`config.mk`:
```
export PLATFORM = sky130hd
export DESIGN_NAME = csfir_top
export DESIGN_NICKNAME = d
export VERILOG_FILES = /design/src/rtl/csfir_pkg.sv /design/src/rtl/csfir_csa.sv /design/src/rtl/csfir_tap.sv /design/src/rtl/csfir_out.sv /design/src/rtl/csfir_top.sv
export SDC_FILE = /design/constraint.sdc
export NUM_CORES = 1
export LEC_CHECK = 0
export ABC_AREA = 0
export CAP_MARGIN = 20
export CORE_MARGIN = 3
export CORE_UTILIZATION = 35
export CTS_CLUSTER_DIAMETER = 200
export DETAILED_ROUTE_END_ITERATION = 10
export PLACE_DENSITY_LB_ADDON = 0.25
export SYNTH_ARGS = -nofsm -noshare
export SYNTH_HDL_FRONTEND = slang
export SYNTH_SLANG_ARGS = --single-unit
```
`constraint.sdc`:
```
create_clock -name clk -period 8.05 [get_ports clk]
set_clock_uncertainty 0.15 [all_clocks]
set_input_delay 2.415 -clock clk [delete_from_list [all_inputs] [get_ports clk]]
set_output_delay 2.415 -clock clk [all_outputs]
set_load 0.01 [all_outputs]
```
`src/rtl/csfir_pkg.sv`:
```
package csfir_pkg;
  // default geometry of the filter
  localparam int CSF_TAPS = 11;
  localparam int CSF_DW   = 10;
  localparam int CSF_AW   = 22;
  localparam int CSF_EXPW = 5;
endpackage

```
`src/rtl/csfir_csa.sv`:
```
module csfir_csa #(
  parameter int W = 22
) (
  input  logic [W-1:0] a,
  input  logic [W-1:0] b,
  input  logic [W-1:0] c,
  output logic [W-1:0] s,
  output logic [W-1:0] cy
);
  always_comb begin
    s  = a ^ b ^ c;
    cy = (a & b) | (a & c) | (b & c);
  end

  logic [W-1:0] in_total;
  logic [W-1:0] out_total;
  always_comb begin
    in_total  = a + b + c;
    out_total = s + (cy << 1);
  end


  always_comb begin
    csa_sum_chk: assert (in_total == out_total);
  end
endmodule

```
`src/rtl/csfir_tap.sv`:
```
module csfir_tap #(
  parameter int DW    = 10,
  parameter int AW    = 22,
  parameter int SH_A  = 0,
  parameter int SH_B  = 0,
  parameter bit NEG_A = 1'b0,
  parameter bit NEG_B = 1'b0
) (
  input  logic          clk,
  input  logic          rst_n,
  input  logic          en,
  input  logic [DW-1:0] x,
  input  logic [AW-1:0] s_in,
  input  logic [AW-1:0] c_in,
  output logic [AW-1:0] s_q,
  output logic [AW-1:0] c_q
);
  localparam int GUARD = AW - DW;

  logic [AW-1:0] x_ext;
  logic [AW-1:0] term_a;
  logic [AW-1:0] term_b;
  logic [AW-1:0] s1, c1, c1_sh;
  logic [AW-1:0] s2, c2;
  logic [AW-1:0] s_d, c_d;

  // shifted terms; a negated term is inverted here and completed by a +1
  // dropped into the empty LSB of a shifted carry vector
  always_comb begin
    x_ext  = {{GUARD{x[DW-1]}}, x};
    term_a = x_ext << SH_A;
    term_b = x_ext << SH_B;
    if (NEG_A) term_a = ~term_a;
    if (NEG_B) term_b = ~term_b;
  end

  csfir_csa #(.W(AW)) row1 (
    .a (term_a), .b (term_b), .c (s_in), .s (s1), .cy (c1)
  );

  always_comb c1_sh = (c1 << 1) | AW'(NEG_A);

  csfir_csa #(.W(AW)) row2 (
    .a (s1), .b (c1_sh), .c (c_in), .s (s2), .cy (c2)
  );

  always_comb begin
    s_d = s_q;
    c_d = c_q;
    if (en) begin
      s_d = s2;
      c_d = (c2 << 1) | AW'(NEG_B);
    end
  end

  always_ff @(posedge clk or negedge rst_n) begin
    if (!rst_n) begin
      s_q <= '0;
      c_q <= '0;
    end else begin
      s_q <= s_d;
      c_q <= c_d;
    end
  end


  tap_hold_chk: assert property (@(posedge clk) disable iff (!rst_n)
    !en |=> ($stable(s_q) && $stable(c_q)));
endmodule

```
`src/rtl/csfir_out.sv`:
```
module csfir_out #(
  parameter int AW    = 22,
  parameter int NTAPS = 11
) (
  input  logic          clk,
  input  logic          rst_n,
  input  logic          in_valid,
  input  logic [AW-1:0] s_in,
  input  logic [AW-1:0] c_in,
  output logic          out_valid,
  output logic [AW-1:0] out_data
);
  localparam int CW = (NTAPS > 1) ? $clog2(NTAPS) : 1;
  localparam logic [CW-1:0] FULL = CW'(NTAPS - 1);

  logic [CW-1:0] fill_q, fill_d;
  logic          pend_q, pend_d;
  logic          ov_d;
  logic [AW-1:0] od_d;

  always_comb begin
    fill_d = fill_q;
    pend_d = 1'b0;
    if (in_valid) begin
      if (fill_q != FULL) fill_d = fill_q + 1'b1;
      pend_d = (fill_q == FULL);
    end
    ov_d = pend_q;
    od_d = out_data;
    if (pend_q) od_d = s_in + c_in;
  end

  always_ff @(posedge clk or negedge rst_n) begin
    if (!rst_n) begin
      fill_q    <= '0;
      pend_q    <= 1'b0;
      out_valid <= 1'b0;
      out_data  <= '0;
    end else begin
      fill_q    <= fill_d;
      pend_q    <= pend_d;
      out_valid <= ov_d;
      out_data  <= od_d;
    end
  end


  out_lat_chk: assert property (@(posedge clk) disable iff (!rst_n)
    out_valid |-> $past(in_valid, 2));


  out_hold_chk: assert property (@(posedge clk) disable iff (!rst_n)
    !$stable(out_data) |-> out_valid);


  out_fill_chk: assert property (@(posedge clk) disable iff (!rst_n)
    $rose(out_valid) |-> $past(fill_q == FULL, 2));
endmodule

```
`src/rtl/csfir_top.sv`:
```
module csfir_top
  import csfir_pkg::*;
#(
  parameter int NTAPS = CSF_TAPS,
  parameter int DW    = CSF_DW,
  parameter int AW    = CSF_AW,
  parameter int EXPW  = CSF_EXPW,
  // per-tap exponents, tap 0 in the lowest slice
  parameter logic [NTAPS-1:0][EXPW-1:0] EXP_A =
    {5'd1, 5'd1, 5'd3, 5'd4, 5'd5, 5'd6, 5'd5, 5'd4, 5'd3, 5'd1, 5'd1},
  parameter logic [NTAPS-1:0][EXPW-1:0] EXP_B =
    {5'd0, 5'd0, 5'd1, 5'd2, 5'd3, 5'd4, 5'd3, 5'd2, 5'd1, 5'd0, 5'd0},
  parameter logic [NTAPS-1:0] NEG_A = 11'b01000000010,
  parameter logic [NTAPS-1:0] NEG_B = 11'b11101110111
) (
  input  logic                 clk,
  input  logic                 rst_n,
  input  logic                 in_valid,
  input  logic signed [DW-1:0] in_data,
  output logic                 out_valid,
  output logic signed [AW-1:0] out_data
);
  logic [AW-1:0] s_bus [NTAPS+1];
  logic [AW-1:0] c_bus [NTAPS+1];
  logic [AW-1:0] out_raw;

  assign s_bus[NTAPS] = '0;
  assign c_bus[NTAPS] = '0;

  generate
    for (genvar k = 0; k < NTAPS; k++) begin : g_tap
      csfir_tap #(
        .DW    (DW),
        .AW    (AW),
        .SH_A  (int'(EXP_A[k])),
        .SH_B  (int'(EXP_B[k])),
        .NEG_A (NEG_A[k]),
        .NEG_B (NEG_B[k])
      ) u_tap (
        .clk   (clk),
        .rst_n (rst_n),
        .en    (in_valid),
        .x     (in_data),
        .s_in  (s_bus[k+1]),
        .c_in  (c_bus[k+1]),
        .s_q   (s_bus[k]),
        .c_q   (c_bus[k])
      );
    end
  endgenerate

  csfir_out #(.AW(AW), .NTAPS(NTAPS)) u_out (
    .clk       (clk),
    .rst_n     (rst_n),
    .in_valid  (in_valid),
    .s_in      (s_bus[0]),
    .c_in      (c_bus[0]),
    .out_valid (out_valid),
    .out_data  (out_raw)
  );

  assign out_data = out_raw;
endmodule

```
## Yosys cells after proc, flatten, opt, wreduce, memory -nomap -nowiden

Index checks and enable logic that the tools add are counted.

| cells by class | value |
|---|---|
| $add $sub $neg | 2 |
| equality and inequality tests | 2 |
| muxes and demuxes | 1 |
| bitwise operators | 138 |
| reduce and logical (&&, ||, !) cells | 1 |

Operator list:

| kind | number |
|---|---|
| $and A21 B21 Y21 | 57 |
| $or A21 B21 Y21 | 40 |
| $xor A22 B22 Y22 | 37 |
| $not A22 Y22 | 4 |
| $add A22 B22 Y22 | 1 |
| $add A4 B1 Y4 const B | 1 |
| $eq A4 B4 Y1 const B | 1 |
| $ne A4 B4 Y1 const B | 1 |
| $reduce_and A2 Y1 | 1 |
| $mux W1 | 1 |

| storage, ports and cells | value |
|---|---|
| bits in registers | 510 |
| word-level logic and storage cells | 170 |

## Longest topological paths before layout

Gate-level depths: netlist (run 1).

| depth | value |
|---|---|
| depth in word-level cells | 7 |
| depth in mapped cells | 10 |

## Hierarchy

A second synthesis (run 1) with hierarchy kept.

| second synthesis, totals | value |
|---|---|
| cell total of the unflattened synthesis | 1,841 |
| area total of the unflattened synthesis | 32,377.3 µm² |

By module, submodules not included:

| module | instances | cells each | area each (µm²) | sequential area each (µm²) |
|---|---|---|---|---|
| csfir_csa | 22 | 22 | 440.4 | 0.0 |
| csfir_tap at g_tap[2].u_tap ... | 5 | 105 | 1,874.3 | 1,101.1 |
| csfir_tap at g_tap[0].u_tap ... | 4 | 104 | 1,870.5 | 1,101.1 |
| csfir_tap at g_tap[3].u_tap ... | 2 | 93 | 1,813.0 | 1,076.0 |
| csfir_out | 1 | 229 | 2,204.6 | 700.7 |
| csfir_top | 1 | 1 | 3.8 | 0.0 |

## Least setup slack after synthesis (run 1)

Ideal clock, no wire load.

| timing | value |
|---|---|
| path type | input -> register |
| from | in in_data[9] |
| to | reg g_tap[9].u_tap.c_q[10] |
| data arrival time | 4,176 ps |
| data required time | 7,775 ps |
| slack | 3,599 ps |
| stages | 5 |
| buffers on the path | 1 |
| cell sequence | inv_1 > clkbuf_1 > fa_1 > fa_1 > mux2_2 |

| on the way | value |
|---|---|
| cells in the longest elaborated chain, start to end | 6 |
| elaborated cells between the ends (all ways) | 7 |
| classes of those cells | bitwise: 7 |

Ends and longest elaborated chain:

| what | RTL line | text |
|---|---|---|
| start: declaration | csfir_top.sv:19 | `input logic signed [DW-1:0] in_data,` |
| $not A22 Y22 * | csfir_tap.sv:34 | `if (NEG_B) term_b = ~term_b;` |
| $xor A22 B22 Y22 * (2 in a row) | csfir_csa.sv:11 | `s = a ^ b ^ c;` |
| $and A21 B21 Y21 | csfir_csa.sv:12 | `cy = (a & b) \| (a & c) \| (b & c);` |
| $or A21 B21 Y21 * (2 in a row) | csfir_csa.sv:12 |  |
| via g_tap[9].u_tap.c2[9] | csfir_tap.sv:24 | `logic [AW-1:0] s2, c2;` |
| end signal: assignment | csfir_tap.sv:59 | `c_q <= '0;` |
| end signal: assignment | csfir_tap.sv:62 | `c_q <= c_d;` |
| end: declaration | csfir_tap.sv:16 | `output logic [AW-1:0] c_q` |

Mark *: on every way through the listed nets, which the timed path passes. The rest lies on a longest branch.
A chain may end at the register's enable or synchronous reset.

## Worst setup path in the final report (run 1)

| timing | value |
|---|---|
| from | in in_data[6] |
| to | reg g_tap[8].u_tap.s_q[9] |

| on the way | value |
|---|---|
| cells in the longest elaborated chain, start to end | 4 |

Ends and longest elaborated chain:

| what | RTL line | text |
|---|---|---|
| $xor A22 B22 Y22 (4 in a row) | csfir_csa.sv:11 |  |
| via g_tap[8].u_tap.row2.s[9] | csfir_csa.sv:7 | `output logic [W-1:0] s,` |
| end signal: assignment | csfir_tap.sv:58 | `s_q <= '0;` |
| end signal: assignment | csfir_tap.sv:61 | `s_q <= s_d;` |
| end: declaration | csfir_tap.sv:15 | `output logic [AW-1:0] s_q,` |

The timed path passes the listed nets, and every way through them passes these cells.

==> flow_summary.json, run 1 <==
{
  "outcome": "complete, no violations",
  "start_util_pct": 35.5,
  "diodes": 0,
  "swShare_pct": 35.5,
  "final_util_pct": 40.1,
  "yosys.area.top_type": "dfrtp_1",
  "synth_compound_area_share_pct": 5.49,
  "crit_fanout": 13,
  "yosysWarnings": 0,
  "intPower_mw": 6.15,
  "clk_path_buf_depth": 3,
  "firstDrtPassIters": 6,
  "synth_fp_nets": 2184,
  "stdcell_count": 2740,
  "setup_tns_ns": 0,
  "synth_common_cells": "dfrtp_1 (396), inv_1 (332), fa_1 (231)",
  "final_min_period_over_clock_period_pct": 68.2,
  "crit_path_top_delay_cell": "clkdlybuf4s50_1",
  "switching_power_mw": 3.38,
  "drtIter0Drc": 580,
  "pwr-share-clk_pct": 23.3,
  "avgSynthCellArea_sq_um": 12.2,
  "io_buffers": 35,
  "p_leak_nw": 11.8,
  "area_growth_pct": 13.0,
  "hold_viol_final": 0,
  "synth.most_common_cell": "dfrtp_1",
  "hp-class": "flop to flop",
  "die_x_microns": 259,
  "slew_violations": 0,
  "combinationalPowerShare_pct": 40.0,
  "maxCapViolations": 0,
  "start_kind": "input pin",
  "antenna_found_initial": 0,
  "crit_type": "input pin to flop",
  "end_kind": "flop",
  "worstPathCellList": "clkdlybuf4s50_1, inv_1, fa_1, inv_1, fa_1, mux2_2",
  "worst_pin_slew_ns": 1.03,
  "ys_seq_area_share_pct": 44.2,
  "synthAdderAreaFrac_pct": 26.0,
  "clock.fmax_mhz": 182,
  "cts_made_buffers": 46,
  "placed_cells": 2653,
  "ir_worst_vdd_mv": 0.204,
  "wl_microns": 40000,
  "maxSlewHeadroom_pct": 30.9,
  "cpPeakStageDelay_ns": 1.15,
  "synth.ff_latch_count": 396,
  "holdBufCountCts": 0,
  "power_frac_seq_pct": 36.7,
  "cts_resized": 0,
  "yosysTopAreaCellShare_pct": 44.2,
  "die_area_sq_um": 67100,
  "synth_area_sq_um": 22400,
  "setup_viol": 0,
  "async_flop_share_pct": 100,
  "worst_slack_ns": 2.56,
  "synth_area_leaders": "dfrtp_1 (44%), fa_1 (21%), mux2_2 (9.9%), inv_1 (5.6%), ha_1 (5.4%)",
  "grt_max_degree": 165,
  "clock_latency_ns": 0.59,
  "cts_sinks": 396,
  "root_buffer": "clkbuf_16",
  "synthCells": 1843,
  "grt_pass1_wl_microns": 71200,
  "arrival_ns": 5.79,
  "rows": 92,
  "cp.required_ns": 8.35,
  "grt.total_usage_pct": 12.9,
  "vias": 12400,
  "clkTransAtPathRegs_ns": 0.06,
  "synth_xor_xnor_area_share_pct": 1.37,
  "final_nets": 2199,
  "drc_errors": 0,
  "wire_per_inst_microns": 14.6,
  "synth_simple_gate_area_share_pct": 3.70,
  "cts_setup_buffers": 0,
  "grt_pass1_vias": 13800,
  "place_ws_ns": 1.82,
  "finalWeightedCongestion": 0.741,
  "rsz0062_at_grt": "false",
  "synth_top_family_by_area": "adder cells",
  "period_minus_slack_ns": 5.49,
  "muxShareOfSynthArea_pct": 12.2,
  "cts_tree": "yes",
  "drive_above_1_share_pct": 16.0,
  "fp.dieH_microns": 259,
  "htreeDepth": 2,
  "gr-total-overflow": 0,
  "power_density_nw_per_um2": 376,
  "synth_edf_count": 0,
  "dp_hpwl_microns": 26800,
  "io_pins": 36,
  "synth_flop_cell": "dfrtp_1",
  "fin_total_pwr_mw": 9.53,
  "via_per_inst": 4.51,
  "ant_nets": 0,
  "core_area_sq_um": 63200,
  "synthDistinctLibCells": 47
}
==> kinds of logic after synthesis <==
| logic type | Yosys count |
|---|---|
| and+or+nand+nor | 202 |
| DFF | 396 |
| AOI/OAI and AO/OA | 217 |
| adders and majority gates | 328 |
| buffers and inverters | 417 |
| muxes | 248 |
| xor gates and xnor gates | 35 |
==> flip-flops by register name, summed over array words and instances (netlist names) <==
name             flops
u_out.fill_q         4
u_out.ov_d           1
u_out.out_data      22
g_tap.u_tap.s_q    186
u_out.out_valid      1
g_tap.u_tap.c_q    182
==> layer usage <==
layer	part of all wire [%]	GRT usage, %	wire length (microns)	vias up
li1	-	-	-	5865
met1	47	17.5	18700	6347
met2	48	21.7	19400	85
met3	2.7	2.03	1080	61
met4	2.1	3.38	825	0
met5	0	0	0	-
==> placed cells by master, fill, tap and decap left out, types with 2 or more instances in the layout <==
cell type / n
xor2_1: 9
inv_1: 332
o211ai_1: 2
nor2b_1: 3
inv_16: 2
xnor2_1: 26
buf_12: 3
fa_1: 231
nor2_1: 66
and3_1: 4
clkdlybuf4s50_1: 32
mux2i_1: 51
clkbuf_16: 47
a211oi_1: 2
a21o_1: 4
buf_8: 2
clkbuf_1: 9
clkbuf_8: 14
dfrtp_1: 396
bufinv_16: 5
clkinv_2: 7
a21oi_1: 82
nand3_1: 5
mux2_2: 197
buf_4: 11
ha_1: 97
o311ai_0: 2
o211ai_2: 3
nand2_1: 106
or3_1: 11
o21bai_1: 2
a31oi_1: 4
buf_16: 2
o21ai_0: 102
==> metrics by stage <==
step | hold WS [ns] | cell area [sq um]
detailed placement | 0.288 | 23600
global route | 0.317 | 25300
floorplan | 0.240 | 22400
CTS | 0.298 | 25300
finish | 0.287 | 25300
global placement | 0.286 | 23600
==> area by class of cell <==
cell class / instances / area [sq um]
well taps: 846 / 1060
fillers: 5983 / 37800
inverters: 332 / 1250
clock buffers: 69 / 1380
clock inverters: 15 / 241
multi-input cells: 1030 / 10900
repair buffers: 52 / 578
flip-flops and latches: 396 / 9910
==> power by group through the flow <==
| stage | clock (mW) | combinational [mW] | sequential (mW) |
|---|---|---|---|
| floorplan | 0 | 2.96 | 3.39 |
| global placement | 0 | 3.77 | 3.54 |
| detailed placement | 0 | 3.88 | 3.56 |
| CTS | 2.30 | 3.91 | 3.53 |
| global route | 2.38 | 4.55 | 3.64 |
| finish | 2.22 | 3.82 | 3.50 |
==> final timing paths <==
| kind | start | endpoint | slack, ns | cells past startpoint |
|---|---|---|---|---|
| min in group asynchronous | rst_n | g_tap[6].u_tap.s_q[3] | 1.70 | 1 |
| worst min register to register | g_tap[3].u_tap.s_q[0] | g_tap[2].u_tap.s_q[0] | 0.29 | 1 |
| worst min-delay path | g_tap[3].u_tap.s_q[0] | g_tap[2].u_tap.s_q[0] | 0.29 | 1 |
| worst max-delay path | in_data[6] | g_tap[8].u_tap.s_q[9] | 2.56 | 6 |
| max in group asynchronous | rst_n | g_tap[9].u_tap.s_q[7] | 4.62 | 2 |
| worst max register to register | g_tap[0].u_tap.c_q[0] | u_out.out_data[20] | 4.53 | 10 |
==> critical path, delay by kind of cell <==
| kind | cells | cell delay, ns |
|---|---|---|
| adder cells (fa/ha/maj) | 2 | 1.15 |
| multiplexers | 1 | 0.27 |
| buffers and inverters | 3 | 1.95 |
Power figures use the tool's default switching activity.
==> inputs of run 2 (changes only) <==
clock period = 4.8 ns   (was 8.05 ns; I/O delays follow)
==> run 2 against run 1 <==
Net effect: worst setup slack got worse by 1.3 ns; critical path depth did not move; worst hold slack improved by 0.0081 ns; die area did not move; via count rose by 1.0%; clock power rose by 64%; critical endpoint unchanged; critical path type unchanged; sequential share of layout area fell by 0.17 points; routed wire length barely moved; largest power group unchanged; combinational power rose by 67%.
==> flow_summary.json, run 2 (synthesis results as in run 1) <==
{
  "fin_total_pwr_mw": 15.9,
  "cts_setup_buffers": 0,
  "holdBufCountCts": 0,
  "cpPeakStageDelay_ns": 0.70,
  "largest_register_ffs": 186,
  "drive_above_1_share_pct": 16.7,
  "drc_errors": 0,
  "die_x_microns": 259,
  "via_per_inst": 4.53,
  "firstDrtPassIters": 4,
  "grt_pass1_vias": 14100,
  "intPower_mw": 10.2,
  "cts_sinks": 396,
  "swShare_pct": 35.6,
  "gr-total-overflow": 0,
  "io_pins": 36,
  "drtIter0Drc": 538,
  "pwr-share-clk_pct": 23.0,
  "worstSetupEndpoint": "g_tap[8].u_tap.s_q[9]",
  "ant_nets": 0,
  "grt.total_usage_pct": 12.9,
  "htreeDepth": 2,
  "antenna_found_initial": 1,
  "setup_tns_ns": 0,
  "worst_pin_slew_ns": 0.973,
  "diodes": 0,
  "die_area_sq_um": 67100,
  "hp-class": "flop to flop",
  "start_util_pct": 35.5,
  "wl_microns": 40000,
  "rsz0062_at_grt": "false",
  "final_min_period_over_clock_period_pct": 74.8,
  "arrival_ns": 3.89,
  "clk_path_buf_depth": 3,
  "clock_latency_ns": 0.58,
  "cts_made_buffers": 46,
  "io_buffers": 35,
  "fp.dieH_microns": 259,
  "largest-register": "g_tap.u_tap.s_q",
  "power_density_nw_per_um2": 624,
  "outcome": "complete, no violations",
  "worstSetupStartpoint": "in_data[6]",
  "fin_hold_ws_ns": 0.295,
  "cp.required_ns": 5.10,
  "rows": 92,
  "core_area_sq_um": 63200,
  "clock.fmax_mhz": 279,
  "end_kind": "flop",
  "final_common_cell": "dfrtp_1",
  "crit_type": "input pin to flop",
  "root_buffer": "clkbuf_16",
  "top_regs": "g_tap.u_tap.s_q: 186 flops, g_tap.u_tap.c_q: 182 flops, u_out.out_data: 22 flops",
  "vias": 12500,
  "maxSlewHeadroom_pct": 35.1,
  "cts_resized": 0,
  "period_minus_slack_ns": 3.59,
  "crit_fanout": 13,
  "worstPathCellList": "clkdlybuf4s50_1, inv_1, fa_1, inv_1, fa_1, mux2_2",
  "start_kind": "input pin",
  "stdcell_count": 2754,
  "hold_viol_final": 0,
  "timing.rr.end": "u_out.out_data[18]",
  "clkTransAtPathRegs_ns": 0.06,
  "finalWeightedCongestion": 0.736,
  "worstHoldStart": "g_tap[7].u_tap.s_q[0]",
  "final_nets": 2212,
  "area_growth_pct": 13.5,
  "crit_path_top_delay_cell": "inv_1",
  "final_util_pct": 40.3,
  "combinationalPowerShare_pct": 40.2,
  "cts_tree": "yes",
  "switching_power_mw": 5.65,
  "grt_pass1_wl_microns": 71500,
  "maxCapViolations": 0,
  "ir_worst_vdd_mv": 0.226,
  "slew_violations": 0,
  "rr_worst_depth": 10,
  "r2r-start": "g_tap[0].u_tap.c_q[0]",
  "power_frac_seq_pct": 36.8,
  "setup_viol": 0,
  "grt_max_degree": 112,
  "dp_hpwl_microns": 27500,
  "wire_per_inst_microns": 14.5,
  "final_cell_mix": "dfrtp_1 (396), inv_1 (332), fa_1 (231)",
  "p_leak_nw": 11.9,
  "placed_cells": 2669,
  "rrSetupSlack_ns": 1.30
}
-- run 2: cell count changes in the layout (fill, tap and decap cells not counted), sizes merged --
| cell | delta |
|---|---|
| buf | +14 |
| bufinv | -1 |
| clkbuf | -4 |
| clkinv | +6 |
| inv | -1 |
-- run 2: power groups by stage --
stage | clock network (mW) | logic (mW) | registers, mW
2_1_floorplan | 0 | 4.97 | 5.68
3_3_place_gp | 0 | 6.34 | 5.92
3_5_place_dp | 0 | 6.51 | 5.95
4_1_cts | 3.79 | 6.56 | 5.90
5_1_grt | 3.93 | 7.62 | 6.09
6_report | 3.65 | 6.39 | 5.85
-- run 2: cell type report --
cell class                      count  area (sq um)
Inverter                          332          1250
Sequential cell                   396          9910
Multi-Input combinational cell   1030         10900
Clock buffer                       66          1350
Tap cell                          846          1060
Timing Repair Buffer               65           718
Fill cell                        5964         37700
Clock inverter                     19           246
-- run 2: worst min-delay path by stage --
stage / endpoint / slack, ns / cells after the start
final: g_tap[6].u_tap.s_q[0] / 0.29 / 1
after global routing: g_tap[2].u_tap.s_q[0] / 0.32 / 1
after CTS: g_tap[6].u_tap.s_q[0] / 0.30 / 1
after detailed placement: g_tap[6].u_tap.s_q[0] / 0.29 / 1
after global placement: g_tap[2].u_tap.s_q[0] / 0.28 / 1
after floorplan: u_out.out_valid / 0.24 / 0
-- run 2: routing by layer --
layer	global-route usage, %	wire, microns	vias up
li1	-	-	5877
met1	17.6	18600	6446
met2	21.6	19500	96
met3	2.04	1120	64
met4	3.38	795	0
met5	0	0	-
-- run 2: metrics by stage --
| stage | instance area [sq um] | worst slack, ns |
|---|---|---|
| after global placement | 23900 | 0.582 |
| after global routing | 25500 | 1.01 |
| after CTS | 25500 | 1.16 |
| after floorplan | 22400 | 1.32 |
| final | 25500 | 1.21 |
| after detailed placement | 23900 | 0.539 |
-- run 2: critical path: cells and delay by family --
family | cells | cell delay (ns)
mux | 1 | 0.27
fa+ha+maj | 2 | 0.95
buf+inv | 3 | 1.22
==> inputs of run 3 (changes only) <==
clock period = 3.2 ns   (was 4.8 ns; I/O delays follow)
==> run 3 against run 2 <==
Net effect: first-iteration DRC count grew 11%; total power up 50%; combinational power is 53% higher; clock power up 44%; sequential share of layout area shrank 0.65 points; final cell count rose by 1.6%; via count is 0.70% higher; critical path depth grew 4; sequential cell count unchanged; worst setup slack worse by 0.94 ns; largest power group unchanged.
==> flow_summary.json, run 3 (synthesis results as in run 1) <==
{
  "drive_above_1_share_pct": 18.4,
  "core_area_sq_um": 63200,
  "cts_tree": "yes",
  "wire_per_inst_microns": 14.5,
  "final_min_period_over_clock_period_pct": 91.5,
  "final_cell_mix": "dfrtp_1 (396), inv_1 (332), fa_1 (231)",
  "slew_violations": 0,
  "diodes": 0,
  "ant_nets": 0,
  "final_common_cell": "dfrtp_1",
  "crit_fanout": 3,
  "grt_pass1_vias": 13900,
  "worst_pin_slew_ns": 0.569,
  "start_kind": "flop",
  "finalWeightedCongestion": 0.739,
  "crit_path_top_delay_cell": "a211oi_1",
  "p_leak_nw": 12.1,
  "cp.required_ns": 3.47,
  "clk_path_buf_depth": 3,
  "drtIter0Drc": 598,
  "final_nets": 2259,
  "grt_pass1_wl_microns": 72700,
  "n_fill_cell": 5950,
  "maxCapViolations": 0,
  "cts_sinks": 396,
  "via_per_inst": 4.49,
  "setup_viol": 0,
  "period_minus_slack_ns": 2.93,
  "clock.fmax_mhz": 341,
  "clkTransAtPathRegs_ns": 0.06,
  "rsz0062_at_grt": "false",
  "fin_total_pwr_mw": 23.9,
  "power_density_nw_per_um2": 921,
  "io_pins": 36,
  "critPathBufInv": 1,
  "drc_errors": 0,
  "grt.total_usage_pct": 13.2,
  "largest-register": "g_tap.u_tap.s_q",
  "die_area_sq_um": 67100,
  "worstPathCellList": "ha_1, inv_1, fa_1, and2b_1, o31ai_2, a211oi_1, o211ai_2, a21oi_1, mux2i_1, o311ai_0",
  "cpLargestDelayFamily": "compound AO/OA/AOI/OAI gates",
  "ir_worst_vdd_mv": 0.415,
  "gr-total-overflow": 0,
  "area_growth_pct": 15.4,
  "clock_latency_ns": 0.56,
  "holdBufCountCts": 0,
  "wl_microns": 40600,
  "firstDrtPassIters": 5,
  "die_x_microns": 259,
  "cts_resized": 0,
  "rows": 92,
  "largest_register_ffs": 186,
  "crit_type": "flop to flop",
  "outcome": "complete, no violations",
  "maxSlewHeadroom_pct": 61.8,
  "vias": 12600,
  "start_util_pct": 35.5,
  "io_buffers": 35,
  "hp-class": "input pin to async pin",
  "antenna_found_initial": 1,
  "cts_setup_buffers": 0,
  "cpPeakStageDelay_ns": 0.50,
  "top_regs": "g_tap.u_tap.s_q: 186 flops, g_tap.u_tap.c_q: 182 flops, u_out.out_data: 22 flops",
  "htreeDepth": 2,
  "fp.dieH_microns": 259,
  "worst_slack_ns": 0.271,
  "fin_hold_ws_ns": 0.154,
  "grt_max_degree": 64,
  "hold_viol_final": 0,
  "arrival_ns": 3.20,
  "end_kind": "flop",
  "cts_made_buffers": 46,
  "place_ws_ns": -0.129,
  "root_buffer": "clkbuf_16",
  "dp_hpwl_microns": 29400
}
run 3: cell type report:
class                      count  area (sq um)  share of cell area, %
multi-input combinational   1030         10900                   42.2
sequential                   396          9910                   38.3
clock buffer                  72          1420                   5.49
inverter                     332          1250                   4.81
timing repair buffer         112          1220                   4.72
tap                          846          1060                   4.09
clock inverter                 9          98.8                  0.382
run 3: final timing paths:
check	slack, ns	cells after the start	startpoint	end
min in group clk	0.28	1	g_tap[3].u_tap.s_q[0]	g_tap[2].u_tap.s_q[0]
max in group asynchronous	1.99	2	rst_n	u_out.out_data[1]
worst min-delay path	0.15	1	rst_n	g_tap[9].u_tap.c_q[2]
worst min register to register	0.28	1	g_tap[3].u_tap.s_q[0]	g_tap[2].u_tap.s_q[0]
worst max register to register	0.27	10	g_tap[0].u_tap.c_q[0]	u_out.out_data[20]
worst max-delay path	0.27	10	g_tap[0].u_tap.c_q[0]	u_out.out_data[20]
run 3: per-stage QoR:
step	std cells	cell area (sq um)	utilization [%]	setup TNS, ns
global placement	2716	24400	38.6	-2.22
finish	2797	25900	41.0	0
CTS	2797	25900	41.0	0
detailed placement	2716	24400	38.6	-3.65
global route	2797	25900	41.0	0
floorplan	1843	22400	-	0
run 3: metal layers:
layer	global-route usage, %	part of all wire [%]
met1	18.4	47
met5	0	0
met3	2.01	2.6
met4	3.39	2.0
met2	21.6	48
run 3: power breakdown:
group	total (mW)	internal, mW	switching, mW
registers	8.80	7.30	1.50
logic	9.79	4.87	4.91
clock network	5.27	3.19	2.08
